--- config.mk ---
export PLATFORM = sky130hd
export DESIGN_NAME = lcd_mux_drv
export DESIGN_NICKNAME = d
export VERILOG_FILES = /design/src/rtl/lcd_pkg.sv /design/src/rtl/lcd_disp_mem.sv /design/src/rtl/lcd_scan_fsm.sv /design/src/rtl/lcd_level_gen.sv /design/src/rtl/lcd_mux_drv.sv
export SDC_FILE = /design/constraint.sdc
export NUM_CORES = 1
export LEC_CHECK = 0
export ABC_CLOCK_PERIOD_IN_PS = 2000
export BUFFER_PORTS_ARGS = -buffer_cell sky130_fd_sc_hd__buf_4
export CAP_MARGIN = 20
export CORE_MARGIN = 10
export CORE_UTILIZATION = 45
export CTS_BUF_LIST = sky130_fd_sc_hd__clkbuf_4
export CTS_CLUSTER_SIZE = 25
export DETAILED_ROUTE_END_ITERATION = 8
export PLACE_DENSITY = 0.62
export SYNTH_ARGS = -nofsm -noshare
export SYNTH_HDL_FRONTEND = slang
export SYNTH_HIERARCHICAL = 1
export SYNTH_SLANG_ARGS = --single-unit
--- constraint.sdc ---
create_clock -name clk -period 2 [get_ports clk]
set_clock_uncertainty 0.1 [all_clocks]
set_input_delay 0.1 -clock clk [delete_from_list [all_inputs] [get_ports clk]]
set_output_delay 0.1 -clock clk [all_outputs]
set_load 0.02 [all_outputs]
--- src/rtl/lcd_pkg.sv ---
package lcd_pkg;

    localparam int LCD_NCOM = 4;
    localparam int LCD_NPH  = 2 * LCD_NCOM;

    typedef enum logic [1:0] {
        LVL_GND  = 2'd0,
        LVL_HALF = 2'd1,
        LVL_FULL = 2'd2
    } lvl_e;

    // level seen on the opposite rail of the 1/2-bias ladder
    function automatic lvl_e lvl_mirror(input lvl_e l);
        return (l == LVL_FULL) ? LVL_GND : LVL_FULL;
    endfunction

endpackage

--- src/rtl/lcd_disp_mem.sv ---
module lcd_disp_mem #(
    parameter int NSEG      = 34,
    parameter int DW        = 4,
    parameter int AW        = 4,
    parameter int PAGE_BASE = 8
) (
    input  logic                 clk,
    input  logic                 rst_n,
    input  logic                 wr_en,
    input  logic [AW-1:0]        addr_hi,
    input  logic [AW-1:0]        addr_lo,
    input  logic [DW-1:0]        wr_data,
    output logic [DW-1:0]        rd_data,
    output logic [NSEG*DW-1:0]   words_flat
);
    localparam int PAIR_SEGS = 2 * (1 << AW);
    localparam int EXTRA     = NSEG - PAIR_SEGS;
    localparam int IW        = $clog2(NSEG);

    logic [DW-1:0] mem [NSEG];
    logic          hit;
    logic [IW-1:0] idx;

    // address decode: even page, odd page, then one-word pages
    always_comb begin
        hit = 1'b0;
        idx = '0;
        if (int'(addr_hi) == PAGE_BASE) begin
            hit = 1'b1;
            idx = IW'(2 * int'(addr_lo));
        end else if (int'(addr_hi) == PAGE_BASE + 1) begin
            hit = 1'b1;
            idx = IW'(2 * int'(addr_lo) + 1);
        end else if (int'(addr_hi) >= PAGE_BASE + 2 &&
                     int'(addr_hi) <  PAGE_BASE + 2 + EXTRA &&
                     addr_lo == '0) begin
            hit = 1'b1;
            idx = IW'(PAIR_SEGS + int'(addr_hi) - PAGE_BASE - 2);
        end
    end

    always_ff @(posedge clk) begin
        if (!rst_n) begin
            for (int i = 0; i < NSEG; i++) mem[i] <= '0;
        end else if (wr_en && hit) begin
            mem[idx] <= wr_data;
        end
    end

    assign rd_data = hit ? mem[idx] : '0;

    for (genvar g = 0; g < NSEG; g++) begin : g_flat
        assign words_flat[g*DW +: DW] = mem[g];
    end

    assert_unmapped_ignored_R9: assert property (@(posedge clk) disable iff (!rst_n)
        (wr_en && !hit) |=> $stable(words_flat));

    assert_write_lands_R10: assert property (@(posedge clk) disable iff (!rst_n)
        (wr_en && hit) |=> (words_flat[$past(idx)*DW +: DW] == $past(wr_data)));

endmodule

--- src/rtl/lcd_scan_fsm.sv ---
module lcd_scan_fsm (
    input  logic       clk,
    input  logic       rst_n,
    input  logic       tick,
    output logic [1:0] act_com,
    output logic       neg_half
);
    typedef enum logic [2:0] {
        S_H0_POS, S_H0_NEG, S_H1_POS, S_H1_NEG,
        S_H2_POS, S_H2_NEG, S_H3_POS, S_H3_NEG
    } scan_e;

    scan_e state, state_nx;

    always_comb begin
        state_nx = state;
        if (tick) begin
            unique case (state)
                S_H0_POS: state_nx = S_H0_NEG;
                S_H0_NEG: state_nx = S_H1_POS;
                S_H1_POS: state_nx = S_H1_NEG;
                S_H1_NEG: state_nx = S_H2_POS;
                S_H2_POS: state_nx = S_H2_NEG;
                S_H2_NEG: state_nx = S_H3_POS;
                S_H3_POS: state_nx = S_H3_NEG;
                S_H3_NEG: state_nx = S_H0_POS;
            endcase
        end
    end

    always_ff @(posedge clk) begin
        if (!rst_n) state <= S_H0_POS;
        else        state <= state_nx;
    end

    always_comb begin
        unique case (state)
            S_H0_POS: begin act_com = 2'd0; neg_half = 1'b0; end
            S_H0_NEG: begin act_com = 2'd0; neg_half = 1'b1; end
            S_H1_POS: begin act_com = 2'd1; neg_half = 1'b0; end
            S_H1_NEG: begin act_com = 2'd1; neg_half = 1'b1; end
            S_H2_POS: begin act_com = 2'd2; neg_half = 1'b0; end
            S_H2_NEG: begin act_com = 2'd2; neg_half = 1'b1; end
            S_H3_POS: begin act_com = 2'd3; neg_half = 1'b0; end
            S_H3_NEG: begin act_com = 2'd3; neg_half = 1'b1; end
        endcase
    end

    assert_hold_no_tick_R2: assert property (@(posedge clk) disable iff (!rst_n)
        !tick |=> $stable(state));

    assert_frame_wrap_R2: assert property (@(posedge clk) disable iff (!rst_n)
        (tick && state == S_H3_NEG) |=> (state == S_H0_POS));

    assert_polarity_flip_R2: assert property (@(posedge clk) disable iff (!rst_n)
        tick |=> (neg_half != $past(neg_half)));

endmodule

--- src/rtl/lcd_level_gen.sv ---
module lcd_level_gen
    import lcd_pkg::*;
#(
    parameter int NSEG = 34
) (
    input  logic                        clk,
    input  logic                        rst_n,
    input  logic                        blank,
    input  logic [1:0]                  act_com,
    input  logic                        neg_half,
    input  logic [NSEG*LCD_NCOM-1:0]    words_flat,
    output logic [2*LCD_NCOM-1:0]       com_lvl,
    output logic [2*NSEG-1:0]           seg_lvl
);
    lvl_e act_lvl;
    logic [LCD_NCOM-1:0] com_not_half;
    logic [NSEG-1:0]     seg_is_half;

    assign act_lvl = neg_half ? LVL_GND : LVL_FULL;

    for (genvar c = 0; c < LCD_NCOM; c++) begin : g_com
        always_comb begin
            if (blank)                 com_lvl[2*c +: 2] = LVL_HALF;
            else if (int'(act_com) == c) com_lvl[2*c +: 2] = act_lvl;
            else                       com_lvl[2*c +: 2] = LVL_HALF;
        end
        assign com_not_half[c] = (com_lvl[2*c +: 2] != LVL_HALF);
    end

    for (genvar s = 0; s < NSEG; s++) begin : g_seg
        logic on_bit;
        assign on_bit = words_flat[s*LCD_NCOM + int'(act_com)];
        always_comb begin
            if (blank)       seg_lvl[2*s +: 2] = LVL_HALF;
            else if (on_bit) seg_lvl[2*s +: 2] = lvl_mirror(act_lvl);
            else             seg_lvl[2*s +: 2] = act_lvl;
        end
        assign seg_is_half[s] = (seg_lvl[2*s +: 2] == LVL_HALF);
    end

    assert_one_select_R3: assert property (@(posedge clk) disable iff (!rst_n)
        !blank |-> ($countones(com_not_half) == 1));

    assert_seg_full_swing_R4: assert property (@(posedge clk) disable iff (!rst_n)
        !blank |-> (seg_is_half == '0));

    assert_blank_all_half_R11: assert property (@(posedge clk) disable iff (!rst_n)
        blank |-> (com_not_half == '0 && seg_is_half == '1));

endmodule

--- src/rtl/lcd_mux_drv.sv ---
module lcd_mux_drv
    import lcd_pkg::*;
#(
    parameter int NSEG      = 34,
    parameter int AW        = 4,
    parameter int PAGE_BASE = 8
) (
    input  logic                     clk,
    input  logic                     rst_n,
    input  logic                     tick,
    input  logic                     blank,
    input  logic                     wr_en,
    input  logic [AW-1:0]            addr_hi,
    input  logic [AW-1:0]            addr_lo,
    input  logic [LCD_NCOM-1:0]      wr_data,
    output logic [LCD_NCOM-1:0]      rd_data,
    output logic [2*LCD_NCOM-1:0]    com_lvl,
    output logic [2*NSEG-1:0]        seg_lvl
);
    logic [NSEG*LCD_NCOM-1:0] words_flat;
    logic [1:0]               act_com;
    logic                     neg_half;

    lcd_disp_mem #(
        .NSEG(NSEG), .DW(LCD_NCOM), .AW(AW), .PAGE_BASE(PAGE_BASE)
    ) u_mem (
        .clk(clk), .rst_n(rst_n), .wr_en(wr_en),
        .addr_hi(addr_hi), .addr_lo(addr_lo), .wr_data(wr_data),
        .rd_data(rd_data), .words_flat(words_flat)
    );

    lcd_scan_fsm u_scan (
        .clk(clk), .rst_n(rst_n), .tick(tick),
        .act_com(act_com), .neg_half(neg_half)
    );

    lcd_level_gen #(.NSEG(NSEG)) u_lvl (
        .clk(clk), .rst_n(rst_n), .blank(blank),
        .act_com(act_com), .neg_half(neg_half), .words_flat(words_flat),
        .com_lvl(com_lvl), .seg_lvl(seg_lvl)
    );

endmodule

==> summary.txt, run 1 <==
Run status
  – Status: finished with violations
  – Failing checks: setup timing

Power and ir drop
  – Switch Pwr: 2.65 mW
  – Cell-internal power: 6.20 mW
  – VDD IR max: 414 uV
  – Sequential share of power: 0.543
  – PD cells: 598 mW/mm2
  – Switching share of total power: 0.299
  – Static Leak: 5.33 nW
  – Comb pwr share: 0.228
  – Clk network pwr share: 0.229

Drt
  – DRC viols: 0
  – Post-route ant nets: 0
  – Vias per Instance: 5.61
  – WL final: 33.2 mm
  – 1st-pass router iterations: 5
  – Vias: 9,047
  – Iter 0 DRT Violations: 770
  – Wire per inst: 20.5 um

Clock tree
  – Sink Count: 195
  – Clock Tree Buf Depth: 2
  – Worst skew pair latency: 600 ps
  – H-tree depth: 4
  – CTS tree: built
  – CTS clk-pin slew, worst paths: 180 ps
  – TritonCTS buffer count: 17
  – Root Buffer: clkbuf_4

Timing
  – Slew headroom: 0.520
  – Period utilization: 1.32
  – Max-slew violation count: 0
  – RSZ-0062 raised after global routing: true
  – Final setup viols: 45
  – FMAX: 0.379 GHz
  – Min Clock Period, post-route: 2640 ps
  – Hold Vio Cnt, Final: 0
  – Final Worst Setup Slack: -640 ps
  – Setup_tns: -9650 ps
  – Slew @ Worst Pin: 717 ps

Critical path
  – Terminus of the critical flop-to-flop path: u_scan/state[2]$_SDFFE_PN0P_
  – Slowest stage delay, CP: 410 ps
  – R2r startpoint: u_scan/state[1]$_SDFFE_PN0P_
  – WP data arrival: 2440 ps
  – CP Class: flop to output port
  – Cell mode on critical path: buf_4
  – Register-to-register setup slack: 110 ps
  – Crit path launch: u_mem/mem[14][1]$_SDFFCE_PN0P_
  – Worst Path Buf+Inv: 3
  – Worst path cell trace: nor2b_1 > a211oi_1 > buf_4 > a311oi_2 > a2111oi_2 > buf_4 > o41ai_4 > buf_4
  – R2R depth: 9
  – CP endpoint kind: output port
  – Maximum fanout along the worst path: 2
  – Crit. path cell count: 8
  – Worst Path Required: 1800 ps
  – CP Capture Point: rd_data[1]
  – Critical path startpoint category: flop
  – Critical Path Slowest Stage Cell: edfxtp_1
  – Family with the most delay on the worst path: compound AO/OA/AOI/OAI gates

Logic synthesis
  – Post-synth top area share: 0.522
  – Number of synthesized flops with an enable pin: 192
  – Sequential cell area fraction in the yosys report: 0.528
  – YS warnings: 6
  – Post-synth ARST share: 0
  – Cells taking the most area after synthesis: edfxtp_1, mux2i_1, xnor2_1
  – Unique masters post-synth: 62
  – Register bit total from synthesis: 195
  – Synthesized instance count: 1,052
  – Synth area leader: edfxtp_1
  – Post-synth top flop: edfxtp_1
  – Cell Area, Synth: 0.0110 mm2
  – Avg Inst Size Synth: 10.5 um2

Floorplanning
  – Die area: 0.0312 mm2
  – Rows: 57
  – Initial Utilization: 0.455
  – IO Count: 97
  – Die Ht: 177 um
  – Core Area: 0.0242 mm2
  – Die X: 177 um

Final layout
  – Final core utilization: 0.610
  – Layout cells sized above 1: 0.355
  – Layout fillers: 2,008
  – Nets: 1,300
  – Final instance area: 0.0148 mm2
  – P&R area growth vs syn: 34.0%
  – Most common cell after layout, fill and taps aside: buf_4
  – Most frequent cells in the layout: buf_4, edfxtp_1, nor2_1

Placement
  – RePlAce Congestion: 0.919
  – IO Port Bufs: 96
  – Post-DP HPWL: 23.0 mm
  – Placed cell area: 0.0132 mm2

Job
  – Max_cap viols: 0

GRT
  – First-pass GRT wire length: 50.7 mm
  – Initial antenna violation count: 1
  – Number of global-route vias before repair: 9,037
  – Gr usage total: 0.209
  – Pin count of the biggest net entering global routing: 49
  – GRT overflow: 0

Worst hold path
  – Worst hold-check path type: input pin to flop
cells in the mapped netlist, types with 3 or more instances:
| cell type | instances |
|---|---|
| edfxtp_1 | 192 |
| nand2_1 | 152 |
| nor2_1 | 147 |
| mux2i_1 | 87 |
| xnor2_1 | 68 |
| nand3_1 | 52 |
| clkbuf_1 | 35 |
| buf_4 | 34 |
| o22ai_1 | 34 |
| buf_2 | 32 |
| a21oi_1 | 27 |
| a211oi_1 | 19 |
| nor2b_1 | 17 |
| nand4_1 | 15 |
| a31oi_1 | 14 |
| a311oi_1 | 11 |
| inv_1 | 10 |
| o21ai_0 | 10 |
| buf_6 | 8 |
| buf_1 | 7 |
| and2_1 | 6 |
| ha_1 | 6 |
| nor3_1 | 5 |
| nor4_1 | 5 |
| mux2_2 | 4 |
| mux4_2 | 4 |
| a21boi_0 | 3 |
| dfxtp_1 | 3 |
routing by layer:
| layer | global-route usage | up-vias | share of wire |
|---|---|---|---|
| met4 | 0.0578 | 0 | 0.016 |
| met2 | 0.345 | 451 | 0.48 |
| met1 | 0.271 | 4378 | 0.41 |
| met5 | 0 | - | 0 |
| li1 | - | 4170 | - |
| met3 | 0.0469 | 48 | 0.093 |
repair_timing:
action                                 CTS  global route
setup endpoints to repair               46            99
gates resized for setup                 98            88
hold buffers                             6             0
cloned                                   6             0
pin swaps                               38            50
endpoints found under the hold margin   54             0
buffers inserted                        21             9
worst min path at each step:
stage,from,end,slack [ps],cells past startpoint
after floorplan,tick,u_scan/state[0]$_SDFFE_PN0P_,110,1
after global placement,tick,u_scan/state[0]$_SDFFE_PN0P_,240,2
after detailed placement,tick,u_scan/state[0]$_SDFFE_PN0P_,240,2
after CTS,wr_data[0],u_mem/mem[43][0]$_DFFE_PP_,4,4
after global routing,wr_data[0],u_mem/mem[47][0]$_DFFE_PP_,9,4
final,wr_data[0],u_mem/mem[47][0]$_DFFE_PP_,20,4
per-stage QoR:
stage / power, mW / setup slack [ps] / hold slack [ps] / cells
6_report: 8.85 / -640 / 15.2 / 1614
2_1_floorplan: 5.88 / -87.0 / 107 / 1083
3_3_place_gp: 6.44 / -661 / 242 / 1547
5_1_grt: 9.19 / -721 / 8.54 / 1614
4_1_cts: 8.73 / -698 / 3.59 / 1608
3_5_place_dp: 6.46 / -644 / 241 / 1547
worst register-to-register path, stage by stage (launching register included):
cell,delay [ps]
dfxtp_4,400
buf_8,150
buf_16,140
buf_8,110
buf_6,120
buf_6,120
buf_4,130
ha_1,180
and3b_2,180
o21a_1,160
power by group through the flow:
stage | clock network, mW | registers (mW) | logic [mW]
floorplan | 0 | 4.80 | 1.08
finish | 2.03 | 4.80 | 2.02
global route | 2.22 | 4.82 | 2.14
detailed placement | 0 | 4.87 | 1.59
global placement | 0 | 4.86 | 1.57
CTS | 2.06 | 4.78 | 1.89
final cells by class:
class	instances	area, um2	share of cell area
Sequential cell	195	5830	0.394
Multi-Input combinational cell	761	5440	0.368
Timing Repair Buffer	292	2810	0.190
Tap cell	324	405	0.0274
Clock inverter	14	148	0.00998
Clock buffer	17	128	0.00862
Inverter	10	37.5	0.00254
Antenna cell	1	2.50	0.000169
sequential cells by signal, summed over array words and instances (netlist names):
signal and count:
u_mem/mem 192, u_scan/state 3
logic make-up after synthesis:
kind of cell / count (synthesis) / share of synthesized area
fa+ha+maj: 6 / 0.00680
compound gates: 142 / 0.0894
flops: 195 / 0.528
buf+inv: 127 / 0.0639
xor+xnor: 68 / 0.0539
other cells: 1 / 0.000340
simple gates: 417 / 0.165
mux: 96 / 0.0935
No activity file was read; power rests on OpenSTA's default activity.
==> run 2: changes to the inputs <==
--- a/config.mk
+++ b/config.mk
@@ -5,15 +5,15 @@
 export SDC_FILE = /design/constraint.sdc
 export NUM_CORES = 1
 export LEC_CHECK = 0
-export ABC_CLOCK_PERIOD_IN_PS = 2000
 export BUFFER_PORTS_ARGS = -buffer_cell sky130_fd_sc_hd__buf_4
 export CAP_MARGIN = 20
 export CORE_MARGIN = 10
-export CORE_UTILIZATION = 45
+export CORE_UTILIZATION = 50
 export CTS_BUF_LIST = sky130_fd_sc_hd__clkbuf_4
 export CTS_CLUSTER_SIZE = 25
 export DETAILED_ROUTE_END_ITERATION = 8
-export PLACE_DENSITY = 0.62
+export GPL_TIMING_DRIVEN = 0
+export PLACE_DENSITY = 0.68
 export SYNTH_ARGS = -nofsm -noshare
 export SYNTH_HDL_FRONTEND = slang
 export SYNTH_HIERARCHICAL = 1
==> run 2 against run 1 <==
Net effect: the flow still finishes with violations (setup timing); cell count fell by 4.6%; global-route usage is 5.2 points higher; sequential share of layout area grew 1.6 points; sequential cell count unchanged; first-iteration DRC count is 72% higher; routed wire length up 16%; total power is 0.64% lower; clock power shrank 2%; combinational power about the same; die area down 8.9%; critical path type unchanged.
==> summary.txt, run 2 (synthesis results as in run 1) <==
Run status
  – Status: finished with violations
  – Failing checks: setup timing

Job
  – Max_cap viols: 0

Drt
  – DRC viols: 0
  – Wire per inst: 24.9 um
  – 1st-pass router iterations: 6
  – Vias per Instance: 6.15
  – Iter 0 DRT Violations: 1,325
  – WL final: 38.4 mm
  – Vias: 9,470
  – Post-route ant nets: 0

Worst hold path
  – Worst hold-check path type: input pin to flop
  – Hold path depth: 5
  – Hold Path Sink: u_mem/mem[33][1]$_DFFE_PP_
  – Hold path start: wr_en

Timing
  – Min Clock Period, post-route: 2680 ps
  – Max-slew violation count: 0
  – Slew @ Worst Pin: 1310 ps
  – FMAX: 0.373 GHz
  – Final Worst Setup Slack: -681 ps
  – Hold_ws: 100 ps
  – RSZ-0062 raised after global routing: true
  – Slew headroom: 0.128
  – Final setup viols: 121
  – Period utilization: 1.34
  – Setup_tns: -23,140 ps
  – Hold Vio Cnt, Final: 0

Critical path
  – CP endpoint kind: output port
  – Critical path startpoint category: flop
  – CP Class: flop to output port
  – Worst Path Required: 1800 ps
  – Worst path cell trace: mux4_2 > a2111oi_4 > nor4_2 > a21o_1 > buf_6
  – WP data arrival: 2480 ps
  – Slowest stage delay, CP: 590 ps
  – R2r startpoint: u_scan/state[1]$_SDFFE_PN0P_
  – Terminus of the critical flop-to-flop path: u_scan/state[0]$_SDFFE_PN0P_
  – Critical Path Slowest Stage Cell: mux4_2
  – Register-to-register setup slack: 120 ps
  – R2R depth: 7
  – Maximum fanout along the worst path: 2

Final layout
  – Layout cells sized above 1: 0.338
  – Biggest regs: u_mem/mem: 192 flops, u_scan/state: 3 flops
  – Area occupied by multi-input gates: 0.00546 mm2
  – Fin cells: 1,540
  – Nets: 1,269
  – Register name with the most flops: u_mem/mem
  – Most common cell after layout, fill and taps aside: edfxtp_1
  – Max FFs per register: 192
  – Most frequent cells in the layout: edfxtp_1, buf_4, nor2_1
  – Final instance area: 0.0142 mm2
  – Layout fillers: 1,666
  – Area occupied by registers: 0.00584 mm2
  – Final core utilization: 0.654
  – P&R area growth vs syn: 28.8%

Placement
  – IO Port Bufs: 96
  – Placed cell area: 0.0123 mm2
  – Placed cell count: 1,459
  – Post-DP HPWL: 26.1 mm
  – Setup WS pre-CTS: -1480 ps
  – RePlAce Congestion: 0.993

GRT
  – First-pass GRT wire length: 55.5 mm
  – Initial antenna violation count: 1
  – Number of global-route vias before repair: 8,982
  – Gr usage total: 0.261
  – GRT overflow: 0
  – Pin count of the biggest net entering global routing: 40

Clock tree
  – Worst skew pair latency: 590 ps
  – TritonCTS buffer count: 17
  – H-tree depth: 4
  – Clock Tree Buf Depth: 2
  – Root Buffer: clkbuf_4
  – Sink Count: 195
  – CTS tree: built
  – CTS clk-pin slew, worst paths: 170 ps

Floorplanning
  – IO Count: 97
  – Die area: 0.0284 mm2
  – Core Area: 0.0218 mm2
  – Rows: 54
  – Initial Utilization: 0.508
  – Die X: 169 um
  – Die Ht: 169 um

Power and ir drop
  – Static Leak: 4.97 nW
  – PD cells: 618 mW/mm2
  – VDD IR max: 449 uV
  – Total Power: 8.79 mW
## run 2: cell types whose count changed in the layout (fill, tap and decap cells not counted), sizes merged
| cell | change |
|---|---|
| buf | -66 |
| clkinv | -2 |
| inv | -1 |
| clkbuf | +35 |
| dlygate4sd3 | +1 |
| clkinvlp | +3 |
## run 2: where the power goes
group / switching, mW / total [mW] / internal, mW
combinational: 1.09 / 2.02 / 0.933
sequential: 0.140 / 4.80 / 4.66
clock: 1.43 / 1.98 / 0.548
total: 2.66 / 8.79 / 6.14
## run 2: final cells by class
cell class / instances / area share
Sequential cell: 195 / 0.410
Antenna cell: 1 / 0.000176
Buffer: 114 / 0.0654
Inverter: 10 / 0.00317
Timing Repair Buffer: 147 / 0.0946
Clock buffer: 18 / 0.00950
Multi-Input combinational cell: 761 / 0.384
Clock inverter: 14 / 0.00853
Tap cell: 280 / 0.0246
## run 2: critical path, delay by kind of cell, from the launching register on
family	cells	cell delay, ps
simple gates	1	70
mux	1	590
buf+inv	1	150
flops	1	430
compound gates	2	640
## run 2: worst max path at each step
stage	startpoint	slack (ps)	end
after floorplan	addr_lo[3]	-90	rd_data[1]
after global placement	addr_hi[0]	-1430	rd_data[0]
after detailed placement	addr_hi[0]	-1480	rd_data[0]
after CTS	u_mem/mem[29][2]$_SDFFCE_PN0P_	-670	rd_data[2]
after global routing	u_mem/mem[31][2]$_SDFFCE_PN0P_	-730	rd_data[2]
final	u_mem/mem[31][2]$_SDFFCE_PN0P_	-680	rd_data[2]
## run 2: what timing repair did
item                                    in CTS  in global routing
endpoints found under the setup margin     372                248
hold buffers                                 7                  0
endpoints found under the hold margin       19                  0
pin swaps                                   38                 38
resized for setup                          182                114
gates cloned                                 7                  1
buffers inserted                            14                 25
## run 2: metal layers
layer,global-route usage,vias up,routed length (um)
li1,-,4111,-
met5,0,-,0
met2,0.416,706,17500
met3,0.0667,139,5150
met4,0.111,0,1830
met1,0.330,4514,13900
==> run 3: changes to the inputs <==
--- a/config.mk
+++ b/config.mk
@@ -14,6 +14,7 @@
 export DETAILED_ROUTE_END_ITERATION = 8
 export GPL_TIMING_DRIVEN = 0
 export PLACE_DENSITY = 0.68
+export SETUP_SLACK_MARGIN = 0.15
 export SYNTH_ARGS = -nofsm -noshare
 export SYNTH_HDL_FRONTEND = slang
 export SYNTH_HIERARCHICAL = 1
==> run 3 against run 2 <==
Net effect: the flow still finishes with violations (setup timing); sequential cell count stayed put; cell count up 1.2%; worst setup slack improved by 13 ps; global-route usage grew 0.84 points; routed wire length is 6.2% higher; sequential share of layout area fell by 1.1 points; die area did not move; sequential power barely moved; clock-buffer cell count shrank 1; combinational power grew 5%; core utilization increased by 1.8 points; via count increased by 3.7%; critical path type unchanged; highest routed layer is now met5.
==> summary.txt, run 3 (synthesis results as in run 1) <==
Timing
  – Final setup viols: 82
  – Max-slew violation count: 0
  – Min Clock Period, post-route: 2670 ps
  – FMAX: 0.375 GHz
  – Final Worst Setup Slack: -668 ps
  – Hold Vio Cnt, Final: 0
  – RSZ-0062 raised after global routing: true
  – Slew @ Worst Pin: 1260 ps
  – Slew headroom: 0.159
  – Setup_tns: -18,550 ps
  – Period utilization: 1.33

GRT
  – Initial antenna violation count: 1
  – Met2 Resource Use GR: 0.425
  – GRT busiest layer: met2
  – First-pass GRT wire length: 57.5 mm
  – Gr usage total: 0.269
  – Pin count of the biggest net entering global routing: 40
  – GRT met1 Usage: 0.334
  – Met3 Use GR: 0.0711
  – Number of global-route vias before repair: 9,309
  – GRT overflow: 0

Floorplanning
  – Core Area: 0.0218 mm2
  – Initial Utilization: 0.508
  – IO Count: 97
  – Die Ht: 169 um
  – Die area: 0.0284 mm2
  – Die X: 169 um
  – Rows: 54

Critical path
  – Maximum fanout along the worst path: 2
  – WP data arrival: 2470 ps
  – CP Class: flop to output port
  – CP endpoint kind: output port
  – Critical path startpoint category: flop
  – R2r startpoint: u_scan/state[1]$_SDFFE_PN0P_
  – Worst Path Required: 1800 ps
  – Crit path launch: u_mem/mem[26][3]$_SDFFCE_PN0P_

Drt
  – Vias: 9,817
  – 1st-pass router iterations: 7
  – Vias per Instance: 6.30
  – Wire per inst: 26.1 um
  – DRC viols: 0
  – Iter 0 DRT Violations: 1,413
  – WL final: 40.7 mm
  – Post-route ant nets: 0

Worst hold path
  – Worst hold-check path type: input pin to flop
  – Hold path start: wr_en

Clock tree
  – Root Buffer: clkbuf_4
  – TritonCTS buffer count: 17
  – Worst skew pair latency: 600 ps
  – Clock Tree Buf Depth: 2
  – CTS tree: built
  – H-tree depth: 4
  – CTS clk-pin slew, worst paths: 180 ps
  – Sink Count: 195

Final layout
  – Max FFs per register: 192
  – P&R area growth vs syn: 32.3%
  – Final core utilization: 0.671
  – Biggest regs: u_mem/mem: 192 flops, u_scan/state: 3 flops
  – Most common cell after layout, fill and taps aside: edfxtp_1
  – Register name with the most flops: u_mem/mem
  – Most frequent cells in the layout: edfxtp_1, buf_4, nor2_1
  – Nets: 1,287
  – Layout cells sized above 1: 0.370

Placement
  – Setup WS pre-CTS: -1430 ps
  – IO Port Bufs: 96
  – Post-DP HPWL: 26.4 mm
  – RePlAce Congestion: 1.04

Run status
  – Failing checks: setup timing
  – Status: finished with violations

Job
  – Max_cap viols: 0

Power and ir drop
  – PD cells: 619 mW/mm2
  – Static Leak: 5.16 nW
  – VDD IR max: 385 uV
==> run 3: worst paths after layout <==
kind                                                endpoint  depth (start not counted)  slack (ps)
worst max-delay path                              rd_data[3]                          7        -670
worst min-delay path              u_mem/mem[41][0]$_DFFE_PP_                          5         110
worst max register to register  u_scan/state[2]$_SDFFE_PN0P_                          6         470
worst min register to register  u_scan/state[0]$_SDFFE_PN0P_                          1         490
==> run 3: critical path: stages, from the launching register on <==
cell and delay (ps):
edfxtp_1 440, nor2b_1 170, a211oi_2 200, a31oi_1 90, a211oi_2 330, a31oi_2 140
a32o_2 340, buf_4 160
==> run 3: layout make-up <==
class                   count  area (um2)
fillers                  1660        7150
flip-flops and latches    195        5830
multi-input cells         761        5550
repair buffers            160        1530
plain buffers             116        1000
well taps                 280         350
clock inverters            15         144
clock buffers              17         128
inverters                  10        52.6
repair inverters            3        20.0
diodes                      1        2.50
==> run 3: stage by stage <==
step | total power, mW | cell area (um2) | hold WS (ps) | cells
3_3_place_gp | 6.46 | 12500 | 242 | 1459
6_report | 9.04 | 14600 | 108 | 1558
4_1_cts | 8.85 | 13900 | 65.5 | 1527
3_5_place_dp | 6.48 | 12500 | 260 | 1459
2_1_floorplan | 5.90 | 11400 | 107 | 1083
5_1_grt | 9.31 | 14600 | 78.5 | 1558
==> run 3: repair_timing <==
action,in CTS,in global routing
gates cloned,8,3
pin swaps,50,47
hold endpoints to repair,19,0
setup buffers,23,27
endpoints found under the setup margin,373,343
resized for setup,178,133
hold buffers,6,0
==> run 3: report_power, final <==
group	leakage (nW)	switching, mW	internal (mW)
Sequential	1.79	0.141	4.66
Combinational	3.22	1.13	0.999
Clock	0.145	1.46	0.654
==> run 3: routing by layer <==
layer,wire length [um],vias to the layer above
met1,14500,4643
met2,18500,822
met5,37,-
li1,-,4158
met4,2330,2
met3,5380,192
